--- src/rtl/ibr_pkg.sv ---
package ibr_pkg;

  localparam int HOST_W = 64;

  // Convert an MSB-first bit number to an LSB-based index.
  function automatic int lsb_of(input int msb_first);
    return HOST_W - 1 - msb_first;
  endfunction

  localparam int RD_FLAG_IDX = lsb_of(15);
  localparam int SIZE_HI_IDX = lsb_of(4);
  localparam int SIZE_LO_IDX = lsb_of(7);
  localparam int ADDR_HI_IDX = lsb_of(32);
  localparam int DONE_IDX    = lsb_of(52);
  localparam int RD_SHIFT    = 26;

  typedef enum logic [1:0] {
    SEL_CTL  = 2'd0,
    SEL_RST  = 2'd1,
    SEL_STAT = 2'd2,
    SEL_DATA = 2'd3
  } reg_sel_e;

endpackage

--- src/rtl/ibr_host_decode.sv ---
module ibr_host_decode
  import ibr_pkg::*;
#(
  parameter int HAW   = 8,
  parameter int IB_AW = 32,
  parameter int SZW   = 4,
  parameter int IB_DW = 32
) (
  input  logic              clk,
  input  logic              rst,
  input  logic              host_valid,
  input  logic              host_write,
  input  logic [HAW-1:0]    host_addr,
  input  logic [63:0]       host_wdata,
  input  logic [63:0]       stat_q,
  input  logic [IB_DW-1:0]  data_q,
  output logic              ctl_wr,
  output logic              ctl_rd_flag,
  output logic [SZW-1:0]    ctl_size,
  output logic [IB_AW-1:0]  ctl_addr,
  output logic              data_wr,
  output logic [IB_DW-1:0]  data_in,
  output logic              stat_rd,
  output logic [63:0]       host_rdata,
  output logic              host_rvalid
);

  reg_sel_e sel;
  logic     rd_acc;
  logic     unused_bits;

  assign sel    = reg_sel_e'(host_addr[4:3]);
  assign rd_acc = host_valid && !host_write;

  assign ctl_wr      = host_valid && host_write && (sel == SEL_CTL);
  assign data_wr     = host_valid && host_write && (sel == SEL_DATA);
  assign stat_rd     = rd_acc && (sel == SEL_STAT);
  assign ctl_rd_flag = host_wdata[RD_FLAG_IDX];
  assign ctl_size    = host_wdata[SIZE_HI_IDX -: SZW];
  assign ctl_addr    = host_wdata[ADDR_HI_IDX -: IB_AW];
  assign data_in     = host_wdata[63 -: IB_DW];

  assign unused_bits = ^{host_addr, host_wdata};

  always_ff @(posedge clk) begin
    if (rst) begin
      host_rvalid <= 1'b0;
      host_rdata  <= '0;
    end else begin
      host_rvalid <= rd_acc;
      if (rd_acc) begin
        unique case (sel)
          SEL_STAT: host_rdata <= stat_q;
          SEL_DATA: host_rdata <= {data_q, {(64-IB_DW){1'b0}}};
          default:  host_rdata <= '0;
        endcase
      end
    end
  end

  AST_ZERO_READ: assert property (@(posedge clk) disable iff (rst)
    (rd_acc && (sel == SEL_CTL || sel == SEL_RST)) |=> (host_rvalid && host_rdata == '0))
    else $error("control/reset read not zero");

  AST_DATA_READ_LOW: assert property (@(posedge clk) disable iff (rst)
    (rd_acc && sel == SEL_DATA) |=> (host_rdata[63-IB_DW:0] == '0))
    else $error("data read low half not zero");

endmodule

--- src/rtl/ibr_cmd_engine.sv ---
module ibr_cmd_engine
  import ibr_pkg::*;
#(
  parameter int IB_AW     = 32,
  parameter int IB_DW     = 32,
  parameter int SZW       = 4,
  parameter int MAX_BYTES = 8
) (
  input  logic              clk,
  input  logic              rst,
  input  logic              ctl_wr,
  input  logic              ctl_rd_flag,
  input  logic [SZW-1:0]    ctl_size,
  input  logic [IB_AW-1:0]  ctl_addr,
  input  logic [IB_DW-1:0]  stage_data,
  output logic              ib_req,
  output logic              ib_we,
  output logic [IB_AW-1:0]  ib_addr,
  output logic [SZW-1:0]    ib_size,
  output logic [IB_DW-1:0]  ib_wdata,
  input  logic              ib_ack,
  input  logic              ib_err,
  input  logic [IB_DW-1:0]  ib_rdata,
  output logic              cpl_valid,
  output logic [63:0]       cpl_word
);

  localparam int LANES = IB_DW / 8;

  logic              size_ok;
  logic              launch;
  logic [IB_DW-1:0]  lane_wdata;
  logic [IB_DW-1:0]  packed_rdata;

  assign size_ok = (ctl_size <= SZW'(MAX_BYTES));
  assign launch  = ctl_wr && !ib_req && size_ok;

  // Byte-lane swap: register MSB byte <-> lane 0 (lowest address).
  for (genvar k = 0; k < LANES; k++) begin : g_lane
    assign lane_wdata[8*k +: 8]              = stage_data[IB_DW-8-8*k +: 8];
    assign packed_rdata[IB_DW-8-8*k +: 8]    = ib_rdata[8*k +: 8];
  end

  always_ff @(posedge clk) begin
    if (rst) begin
      ib_req   <= 1'b0;
      ib_we    <= 1'b0;
      ib_addr  <= '0;
      ib_size  <= '0;
      ib_wdata <= '0;
    end else if (launch) begin
      ib_req   <= 1'b1;
      ib_we    <= !ctl_rd_flag;
      ib_addr  <= ctl_addr;
      ib_size  <= ctl_size;
      ib_wdata <= lane_wdata;
    end else if (ib_req && ib_ack) begin
      ib_req   <= 1'b0;
    end
  end

  assign cpl_valid = ib_req && ib_ack;

  always_comb begin
    cpl_word           = '0;
    cpl_word[DONE_IDX] = 1'b1;
    if (!ib_we) begin
      cpl_word[RD_SHIFT +: IB_DW] = ib_err ? {IB_DW{1'b1}} : packed_rdata;
    end
  end

  AST_REQ_HOLD: assert property (@(posedge clk) disable iff (rst)
    (ib_req && !ib_ack) |=> (ib_req && $stable(ib_addr) && $stable(ib_we) && $stable(ib_size)))
    else $error("request dropped or changed before ack");

  AST_NO_OVERSIZE: assert property (@(posedge clk) disable iff (rst)
    (ctl_wr && !ib_req && !size_ok) |=> !ib_req)
    else $error("oversize command launched");

  AST_LAUNCH_FIELDS: assert property (@(posedge clk) disable iff (rst)
    launch |=> (ib_req && ib_addr == $past(ctl_addr) && ib_size == $past(ctl_size)))
    else $error("launch fields mismatch");

endmodule

--- src/rtl/ibr_status_latch.sv ---
module ibr_status_latch
  import ibr_pkg::*;
#(
  parameter int IB_DW = 32
) (
  input  logic              clk,
  input  logic              rst,
  input  logic              stat_rd,
  input  logic              data_wr,
  input  logic [IB_DW-1:0]  data_in,
  input  logic              cpl_valid,
  input  logic [63:0]       cpl_word,
  output logic [63:0]       stat_q,
  output logic [IB_DW-1:0]  data_q
);

  always_ff @(posedge clk) begin
    if (rst) begin
      stat_q <= '0;
    end else if (cpl_valid) begin
      stat_q <= cpl_word;
    end else if (stat_rd) begin
      stat_q <= '0;
    end
  end

  always_ff @(posedge clk) begin
    if (rst) begin
      data_q <= '0;
    end else if (data_wr) begin
      data_q <= data_in;
    end
  end

  AST_CLR_ON_READ: assert property (@(posedge clk) disable iff (rst)
    (stat_rd && !cpl_valid) |=> (stat_q == '0))
    else $error("status not cleared by read");

  AST_DONE_AFTER_ACK: assert property (@(posedge clk) disable iff (rst)
    $rose(stat_q[DONE_IDX]) |-> $past(cpl_valid))
    else $error("done flag without ack");

  AST_CPL_KEPT: assert property (@(posedge clk) disable iff (rst)
    cpl_valid |=> stat_q[DONE_IDX])
    else $error("completion lost");

endmodule

--- src/rtl/host_ib_bridge.sv ---
module host_ib_bridge
  import ibr_pkg::*;
#(
  parameter int HAW       = 8,
  parameter int IB_AW     = 32,
  parameter int IB_DW     = 32,
  parameter int SZW       = 4,
  parameter int MAX_BYTES = 8
) (
  input  logic              clk,
  input  logic              rst,
  input  logic              host_valid,
  input  logic              host_write,
  input  logic [HAW-1:0]    host_addr,
  input  logic [63:0]       host_wdata,
  output logic [63:0]       host_rdata,
  output logic              host_rvalid,
  output logic              ib_req,
  output logic              ib_we,
  output logic [IB_AW-1:0]  ib_addr,
  output logic [SZW-1:0]    ib_size,
  output logic [IB_DW-1:0]  ib_wdata,
  input  logic              ib_ack,
  input  logic              ib_err,
  input  logic [IB_DW-1:0]  ib_rdata
);

  logic              ctl_wr, ctl_rd_flag, data_wr, stat_rd, cpl_valid;
  logic [SZW-1:0]    ctl_size;
  logic [IB_AW-1:0]  ctl_addr;
  logic [IB_DW-1:0]  data_in, data_q;
  logic [63:0]       stat_q, cpl_word;

  ibr_host_decode #(.HAW(HAW), .IB_AW(IB_AW), .SZW(SZW), .IB_DW(IB_DW)) u_decode (
    .clk(clk), .rst(rst),
    .host_valid(host_valid), .host_write(host_write),
    .host_addr(host_addr), .host_wdata(host_wdata),
    .stat_q(stat_q), .data_q(data_q),
    .ctl_wr(ctl_wr), .ctl_rd_flag(ctl_rd_flag), .ctl_size(ctl_size),
    .ctl_addr(ctl_addr), .data_wr(data_wr), .data_in(data_in),
    .stat_rd(stat_rd), .host_rdata(host_rdata), .host_rvalid(host_rvalid)
  );

  ibr_cmd_engine #(.IB_AW(IB_AW), .IB_DW(IB_DW), .SZW(SZW), .MAX_BYTES(MAX_BYTES)) u_engine (
    .clk(clk), .rst(rst),
    .ctl_wr(ctl_wr), .ctl_rd_flag(ctl_rd_flag), .ctl_size(ctl_size),
    .ctl_addr(ctl_addr), .stage_data(data_q),
    .ib_req(ib_req), .ib_we(ib_we), .ib_addr(ib_addr), .ib_size(ib_size),
    .ib_wdata(ib_wdata), .ib_ack(ib_ack), .ib_err(ib_err), .ib_rdata(ib_rdata),
    .cpl_valid(cpl_valid), .cpl_word(cpl_word)
  );

  ibr_status_latch #(.IB_DW(IB_DW)) u_status (
    .clk(clk), .rst(rst),
    .stat_rd(stat_rd), .data_wr(data_wr), .data_in(data_in),
    .cpl_valid(cpl_valid), .cpl_word(cpl_word),
    .stat_q(stat_q), .data_q(data_q)
  );

endmodule

--- config.mk ---
export PLATFORM = sky130hd
export DESIGN_NAME = host_ib_bridge
export DESIGN_NICKNAME = d
export VERILOG_FILES = /design/src/rtl/ibr_pkg.sv /design/src/rtl/ibr_host_decode.sv /design/src/rtl/ibr_cmd_engine.sv /design/src/rtl/ibr_status_latch.sv /design/src/rtl/host_ib_bridge.sv
export SDC_FILE = /design/constraint.sdc
export NUM_CORES = 1
export LEC_CHECK = 0
export ABC_AREA = 1
export ABC_CLOCK_PERIOD_IN_PS = 1400
export BUFFER_PORTS_ARGS = -buffer_cell sky130_fd_sc_hd__buf_4
export CAP_MARGIN = 10
export CORE_UTILIZATION = 45
export DETAILED_ROUTE_END_ITERATION = 10
export GPL_ROUTABILITY_DRIVEN = 1
export PLACE_DENSITY = 0.76
export RECOVER_POWER = 50
export SLEW_MARGIN = 20
export SYNTH_ARGS = -nofsm -noshare
export SYNTH_HDL_FRONTEND = slang
export SYNTH_SLANG_ARGS = --single-unit
--- constraint.sdc ---
create_clock -name clk -period 1.4 [get_ports clk]
set_input_delay 0.14 -clock clk [delete_from_list [all_inputs] [get_ports clk]]
set_output_delay 0.14 -clock clk [all_outputs]
set_load 0.02 [all_outputs]
==> results.sh, run 1 <==
export IMPL_status="finished, final reports clean"
export IMPL_hp_start="ib_ack"
export IMPL_drv_cap=0
export IMPL_crit_fanout=7
export IMPL_placed_cells=1372
export IMPL_slew_violations=0
export IMPL_grt_pass1_vias=6376
export IMPL_synth_top_flop_cell="dfxtp_1"
export IMPL_wire_per_inst_um=14.47
export IMPL_rows=46
export IMPL_core_area_um2=15830
export IMPL_critPathLaunchType="flop"
export IMPL_cp_slowest_stage_delay_ps=330
export IMPL_place_hpwl_mm=13.49
export IMPL_antenna_found_initial=0
export IMPL_tightestPinTransition_ps=658.8
export IMPL_clk_pin_slew_ps=60
export IMPL_synth_top_area_share_pct=48.17
export IMPL_timing_final_hold_violations=0
export IMPL_cp_slowest_cell="dfxtp_2"
export IMPL_drtAntennaViolNets=0
export IMPL_cp_arrival_ps=1700
export IMPL_setup_violations=0
export IMPL_grt_pass1_wl_mm=30.88
export IMPL_start_util_pct=45.95
export IMPL_synth_most_common_cell="nand2_1"
export IMPL_gr_total_overflow=0
export IMPL_dieArea_um2=16670
export IMPL_period_needed_ps=1393
export IMPL_placed_area_um2=9035
export IMPL_synthArstFlopShare_pct=0
export IMPL_synth_area_per_cell_um2=7.324
export IMPL_place_gp_congestion=0.7968
export IMPL_startpoint="u_engine.ib_req"
export IMPL_clockBufferDepth=2
export IMPL_portBuffers=213
export IMPL_crit_type="reg -> reg"
export IMPL_netlist_area_um2=7273
export IMPL_cts_tree="built"
export IMPL_p_per_area_nw_per_um2=1091
export IMPL_cpMostUsedCell="buf_12"
export IMPL_finalNetCount=1321
export IMPL_ys_seq_area_share_pct=48.17
export IMPL_r2r_cells=9
export IMPL_wirelength_mm=20.85
export IMPL_io_pins=245
export IMPL_peakVddDrop_mv=0.8225
export IMPL_cts_sinks=175
export IMPL_ys_types=20
export IMPL_leakage_nw=4.668
export IMPL_grt_max_degree=71
export IMPL_cp_cell_sequence="nor2_4 -> nand2_2 -> nor2_4 -> buf_12 -> buf_12 -> buf_12 -> nand3_1 -> nand2_1 -> nor2_1"
export IMPL_insertion_delay_ps=420
export IMPL_die_h_um=129.1
export IMPL_grtUsageTotal_pct=23.43
export IMPL_numCtsBuffers=17
export IMPL_fmax_ghz=0.7180
export IMPL_synthToLayoutAreaGrowth_pct=40.41
export IMPL_finalWorstSetupSlack_ps=7.211
export IMPL_rrSetupSlack_ps=7
export IMPL_vias=7166
export IMPL_reg2reg_to="u_engine.ib_wdata[6]"
export IMPL_layout_drive_gt1_share_pct=24.43
export IMPL_syn_inst=993
export IMPL_yosys_area_top_type="dfxtp_1"
export IMPL_drc=0
export IMPL_synth_edf_count=0
export IMPL_synth_seq_cells=175
export IMPL_cts_max_level=4
export IMPL_stdcell_area_um2=10210
export IMPL_crit_path_end="u_engine.ib_wdata[6]"
export IMPL_r2r_start="u_engine.ib_req"
export IMPL_place_ws_ps=54.59
export IMPL_slew_headroom_pct=56.03
export IMPL_ys_top_cells_by_area="dfxtp_1 (48%), nand2_1 (11%), a21oi_1 (9.3%)"
export IMPL_fp_dieW_um=129.1
export IMPL_synth_commonest_cells="nand2_1 (208), dfxtp_1 (175), a21oi_1 (135)"
export IMPL_worstPathRequired_ps=1710
export IMPL_rsz0062_at_grt="true"
export IMPL_yosys_warnings=0
export IMPL_end_kind="flop"
export IMPL_hp_class="in -> reg"
export IMPL_fin_cells=1441
export IMPL_period_share_pct=99.48
export IMPL_vias_per_cell=4.973
export IMPL_drtPass1Iterations=5
export IMPL_drt_iter0_drc=506
export IMPL_clock_root_buffer="clkbuf_16"
export IMPL_skew_ps=4.591
export IMPL_p_total_w=0.01114
## flip-flops by register name, summed over array words and instances (netlist names)
name,count
u_engine.ib_size,4
u_engine.ib_wdata,32
u_status.stat_q,33
u_engine.ib_we,1
u_engine.ib_addr,32
u_engine.ib_req,1
u_status.data_q,32
u_decode.host_rvalid,1
u_decode.host_rdata,39
## through the flow
stage	util, %	hold WS, ps	TNS [ps]
floorplan	-	288.5	0
global placement	57.08	404.5	0
detailed placement	57.08	412.4	0
CTS	62.32	0.4683	0
global route	64.51	11.14	-171.5
finish	64.52	10.74	0
## how the worst min path moves through the flow
stage,end,slack (ps),cells past startpoint
after floorplan,u_status.data_q[27],290,2
after global placement,u_status.data_q[21],400,3
after detailed placement,u_status.data_q[18],410,3
after CTS,u_status.stat_q[28],0.5,3
after global routing,u_engine.ib_req,10,4
final,u_engine.ib_req,10,4
## metal layers
layer	wire (µm)	global-route usage [%]	up-vias	part of all wire, %
met4	340	8.374	0	1.6
met3	1774	8.051	31	8.5
met2	9627	37.16	266	46
met5	0	0	-	0
met1	9104	29.52	3253	44
li1	-	-	3616	-
## power by group
group / internal, W / switching [W]
sequential: 0.00507 / 0.0000559
clock: 0.00289 / 0.00195
combinational: 0.000518 / 0.000651
total: 0.00848 / 0.00265
## kinds of logic after synthesis
logic type,after synthesis,share of synthesized area (%)
simple gates,427,24.57
flops,175,48.17
other cells,1,0.05156
compound gates,212,15.04
buf+inv,178,12.18
## area by class of cell
class                   instances  area [µm²]
clock buffers                  21       460.4
multi-input cells             664        3012
clock inverters                11       138.9
repair buffers                277        2536
fillers                      1366        5615
inverters                      76       287.8
diodes                          1       2.502
well taps                     216       270.3
flip-flops and latches        175        3505
## placed cells by master, fill, tap and decap left out, types with 3 or more instances in the layout
| cell | synthesis | routed |
|---|---|---|
| clkbuf_16 | 0 | 28 |
| nand2_2 | 2 | 3 |
| nor2_4 | 1 | 3 |
| bufinv_16 | 0 | 3 |
| o21ai_1 | 23 | 23 |
| nand4_1 | 3 | 3 |
| dfxtp_1 | 175 | 174 |
| nand3_1 | 125 | 122 |
| conb_1 | 1 | 25 |
| clkinv_2 | 0 | 5 |
| a21oi_1 | 135 | 135 |
| buf_4 | 40 | 226 |
| inv_1 | 74 | 74 |
| dlygate4sd3_1 | 0 | 23 |
| nand2_1 | 208 | 206 |
| nand3_2 | 0 | 3 |
| buf_12 | 0 | 14 |
| nor2_1 | 85 | 84 |
| o21ai_0 | 41 | 41 |
| a22oi_1 | 13 | 13 |
## worst max-delay path: cells and delay by family (launching register included)
| kind | cells | cell delay (ps) |
|---|---|---|
| buffers and inverters | 3 | 390 |
| DFF | 1 | 330 |
| and+or+nand+nor | 6 | 540 |
## what timing repair did
item / CTS / global route
setup buffers: 0 / 2
hold endpoints to repair: 24 / 0
endpoints found under the setup margin: 0 / 59
gates resized for setup: 0 / 11
hold buffers: 23 / 0
Power figures use the tool's default switching activity.
==> run 2: changes to the inputs <==
Settings changed: CAP_MARGIN 10 to default, PLACE_DENSITY 0.76 to 0.72, SYNTH_HIERARCHICAL from default to 1.
==> run 2 against run 1 <==
Compared with the run above:
- register-to-register slack better by 140 ps
- cell area increased by 31%
- hold slack lost 5.5 ps
- global-route usage fell by 1.1 points
- count of clock-buffer cells in the layout increased by 13
- sequential share of layout area up 0.35 points
- die area up 43%
- wire length is 32% higher
- largest power group unchanged
- highest routed layer unchanged
==> results.sh, run 2 <==
export IMPL_reg_top3="u_decode/host_rdata (64), u_status/stat_q (64)"
export IMPL_hp_class="in -> reg"
export IMPL_synth_area_per_cell_um2=7.210
export IMPL_critPathLaunchType="primary input"
export IMPL_drc=0
export IMPL_yosys_warnings=6
export IMPL_fp_dieW_um=154.2
export IMPL_drtAntennaViolNets=0
export IMPL_synth_seq_cells=231
export IMPL_pwr_share_comb_pct=9.6
export IMPL_vias=9278
export IMPL_worstPathRequired_ps=1800
export IMPL_io_pins=245
export IMPL_ys_types=21
export IMPL_leakage_nw=5.630
export IMPL_netlist_area_um2=10430
export IMPL_p_per_area_nw_per_um2=1084
export IMPL_finalNetCount=1761
export IMPL_syn_inst=1446
export IMPL_skew_ps=8.277
export IMPL_wire_per_inst_um=14.12
export IMPL_cp_slowest_stage_delay_ps=550
export IMPL_cts_max_level=1
export IMPL_rsz0062_at_grt="true"
export IMPL_period_share_pct=96.22
export IMPL_cts_tree="built"
export IMPL_rrSetupSlack_ps=150
export IMPL_grt_pass1_vias=8659
export IMPL_clk_pin_slew_ps=60
export IMPL_swShare_pct=23.32
export IMPL_core_area_um2=22710
export IMPL_synthArstFlopShare_pct=0
export IMPL_path_buf_inv=5
export IMPL_drtPass1Iterations=5
export IMPL_yosys_area_top_type="dfxtp_1"
export IMPL_numCtsBuffers=25
export IMPL_synth_top_area_share_pct=44.35
export IMPL_end_kind="flop"
export IMPL_ys_top_cells_by_area="dfxtp_1 (44%), nand2_1 (15%), buf_4 (8.5%)"
export IMPL_p_clk_share_pct=43.9
export IMPL_grt_max_degree=79
export IMPL_drv_cap=0
export IMPL_portBuffers=238
export IMPL_start_util_pct=45.91
export IMPL_peakVddDrop_mv=0.6242
export IMPL_cp_arrival_ps=1750
export IMPL_wirelength_mm=27.56
export IMPL_cp_cell_sequence="buf_4 -> buf_4 -> nand2_1 -> nor2_4 -> inv_1 -> buf_12 -> nand2_1 -> a21oi_1 -> dlygate4sd3_1"
export IMPL_p_int_w=0.01109
export IMPL_cts_sinks=231
export IMPL_place_gp_congestion=0.8515
export IMPL_layout_cells_most_common="nand2_1"
export IMPL_place_ws_ps=-181.5
export IMPL_gr_total_overflow=0
export IMPL_clock_root_buffer="clkbuf_16"
export IMPL_synth_top_flop_cell="dfxtp_1"
export IMPL_crit_fanout=32
export IMPL_fmax_ghz=0.7424
export IMPL_antenna_found_initial=0
export IMPL_timing_final_hold_violations=0
export IMPL_drt_iter0_drc=581
export IMPL_die_h_um=154.2
export IMPL_p_sw_w=0.003372
export IMPL_period_needed_ps=1347
export IMPL_cp_slowest_cell="dlygate4sd3_1"
export IMPL_power_frac_seq_pct=46.6
export IMPL_synthToLayoutAreaGrowth_pct=27.96
export IMPL_synth_edf_count=0
export IMPL_clockBufferDepth=3
export IMPL_grt_pass1_wl_mm=43.37
export IMPL_grtUsageTotal_pct=22.31
export IMPL_layout_drive_gt1_share_pct=23.16
export IMPL_p_total_w=0.01446
export IMPL_place_hpwl_mm=17.98
export IMPL_diodes=0
export IMPL_finalWorstSetupSlack_ps=52.98
export IMPL_crit_family="buffers and inverters"
export IMPL_rows=55
export IMPL_setup_violations=0
export IMPL_insertion_delay_ps=510
export IMPL_layout_common_cells="nand2_1 (427), buf_4 (263), dfxtp_1 (230), nor2_1 (204), a21oi_1 (126)"
export IMPL_synth_commonest_cells="nand2_1 (430), dfxtp_1 (231), nor2_1 (205)"
export IMPL_ys_seq_area_share_pct=44.35
export IMPL_status="finished, final reports clean"
export IMPL_synth_most_common_cell="nand2_1"
export IMPL_slew_violations=0
export IMPL_vias_per_cell=4.753
export IMPL_crit_type="in -> reg"
export IMPL_dieArea_um2=23780
run 2: cell count changes after synthesis, sizes merged, moves of 9 or more:
cell | before | now
a21oi | 135 | 160
a22oi | 13 | 0
buf | 80 | 178
dfxtp | 175 | 231
nand2 | 210 | 432
nand3 | 125 | 134
nor2 | 89 | 208
o21ai | 64 | 0
run 2: logic make-up (layout without fill, tap and decap cells):
| kind of cell | Yosys count | in the layout | share of synthesized area (%) |
|---|---|---|---|
| buffers and inverters | 278 | 469 | 15.74 |
| and+or+nand+nor | 775 | 775 | 30.93 |
| AOI/OAI and AO/OA | 160 | 160 | 8.904 |
| other | 2 | 32 | 0.07203 |
| DFF | 231 | 231 | 44.35 |
run 2: worst paths after layout:
kind	start	cells after the start	endpoint
worst max-delay path	host_addr[3]	9	u_status/data_q[9]
worst min-delay path	host_wdata[14]	5	u_engine/ib_addr[14]
worst max register to register	u_engine/ib_req	6	u_status/stat_q[28]
worst min register to register	u_status/stat_q[15]	2	u_decode/host_rdata[15]
run 2: area by class of cell:
type,instances,area [µm²]
Fill cell,2055,9368
Sequential cell,231,4626
Multi-Input combinational cell,967,4298
Timing Repair Buffer,349,2982
Clock buffer,34,689.4
Tap cell,285,356.6
Inverter,77,291.5
Clock inverter,9,98.84
run 2: layer usage:
metal	up-vias	track usage, %	routed length [µm]
met3	43	4.483	1803
met1	4188	28.47	12130
met2	270	37.84	12980
li1	4777	-	-
met4	0	7.000	656
met5	-	0	0
run 2: timing repair:
action                                  4_1_cts  5_1_grt
hold buffers                                 71        0
hold endpoints to repair                     71        0
setup buffers                                 0        0
resized for setup                             0        2
endpoints found under the setup margin        0       32
run 2: worst min-delay path: cells and delay by family:
kind          cells  cell delay [ps]
simple gates      3              210
buf+inv           2              130
run 2: power by group through the flow:
stage	combinational, W	sequential, W	clock (W)
6_report	0.00138	0.00673	0.00634
5_1_grt	0.00151	0.00674	0.00676
4_1_cts	0.00137	0.00673	0.00650
3_5_place_dp	0.00120	0.00688	0
3_3_place_gp	0.00119	0.00687	0
2_1_floorplan	0.000840	0.00693	0
run 2: per-stage QoR:
stage               utilization (%)  hold WS [ps]  cells  area [µm²]  TNS, ps
global route                  58.75         20.06   1952       13340   -4.654
finish                        58.75         5.219   1952       13340        0
floorplan                         -         377.9   1476       10580        0
detailed placement            52.01         408.7   1837       11810    -9766
CTS                           58.61         1.319   1951       13310        0
global placement              52.01         403.6   1837       11810    -6091
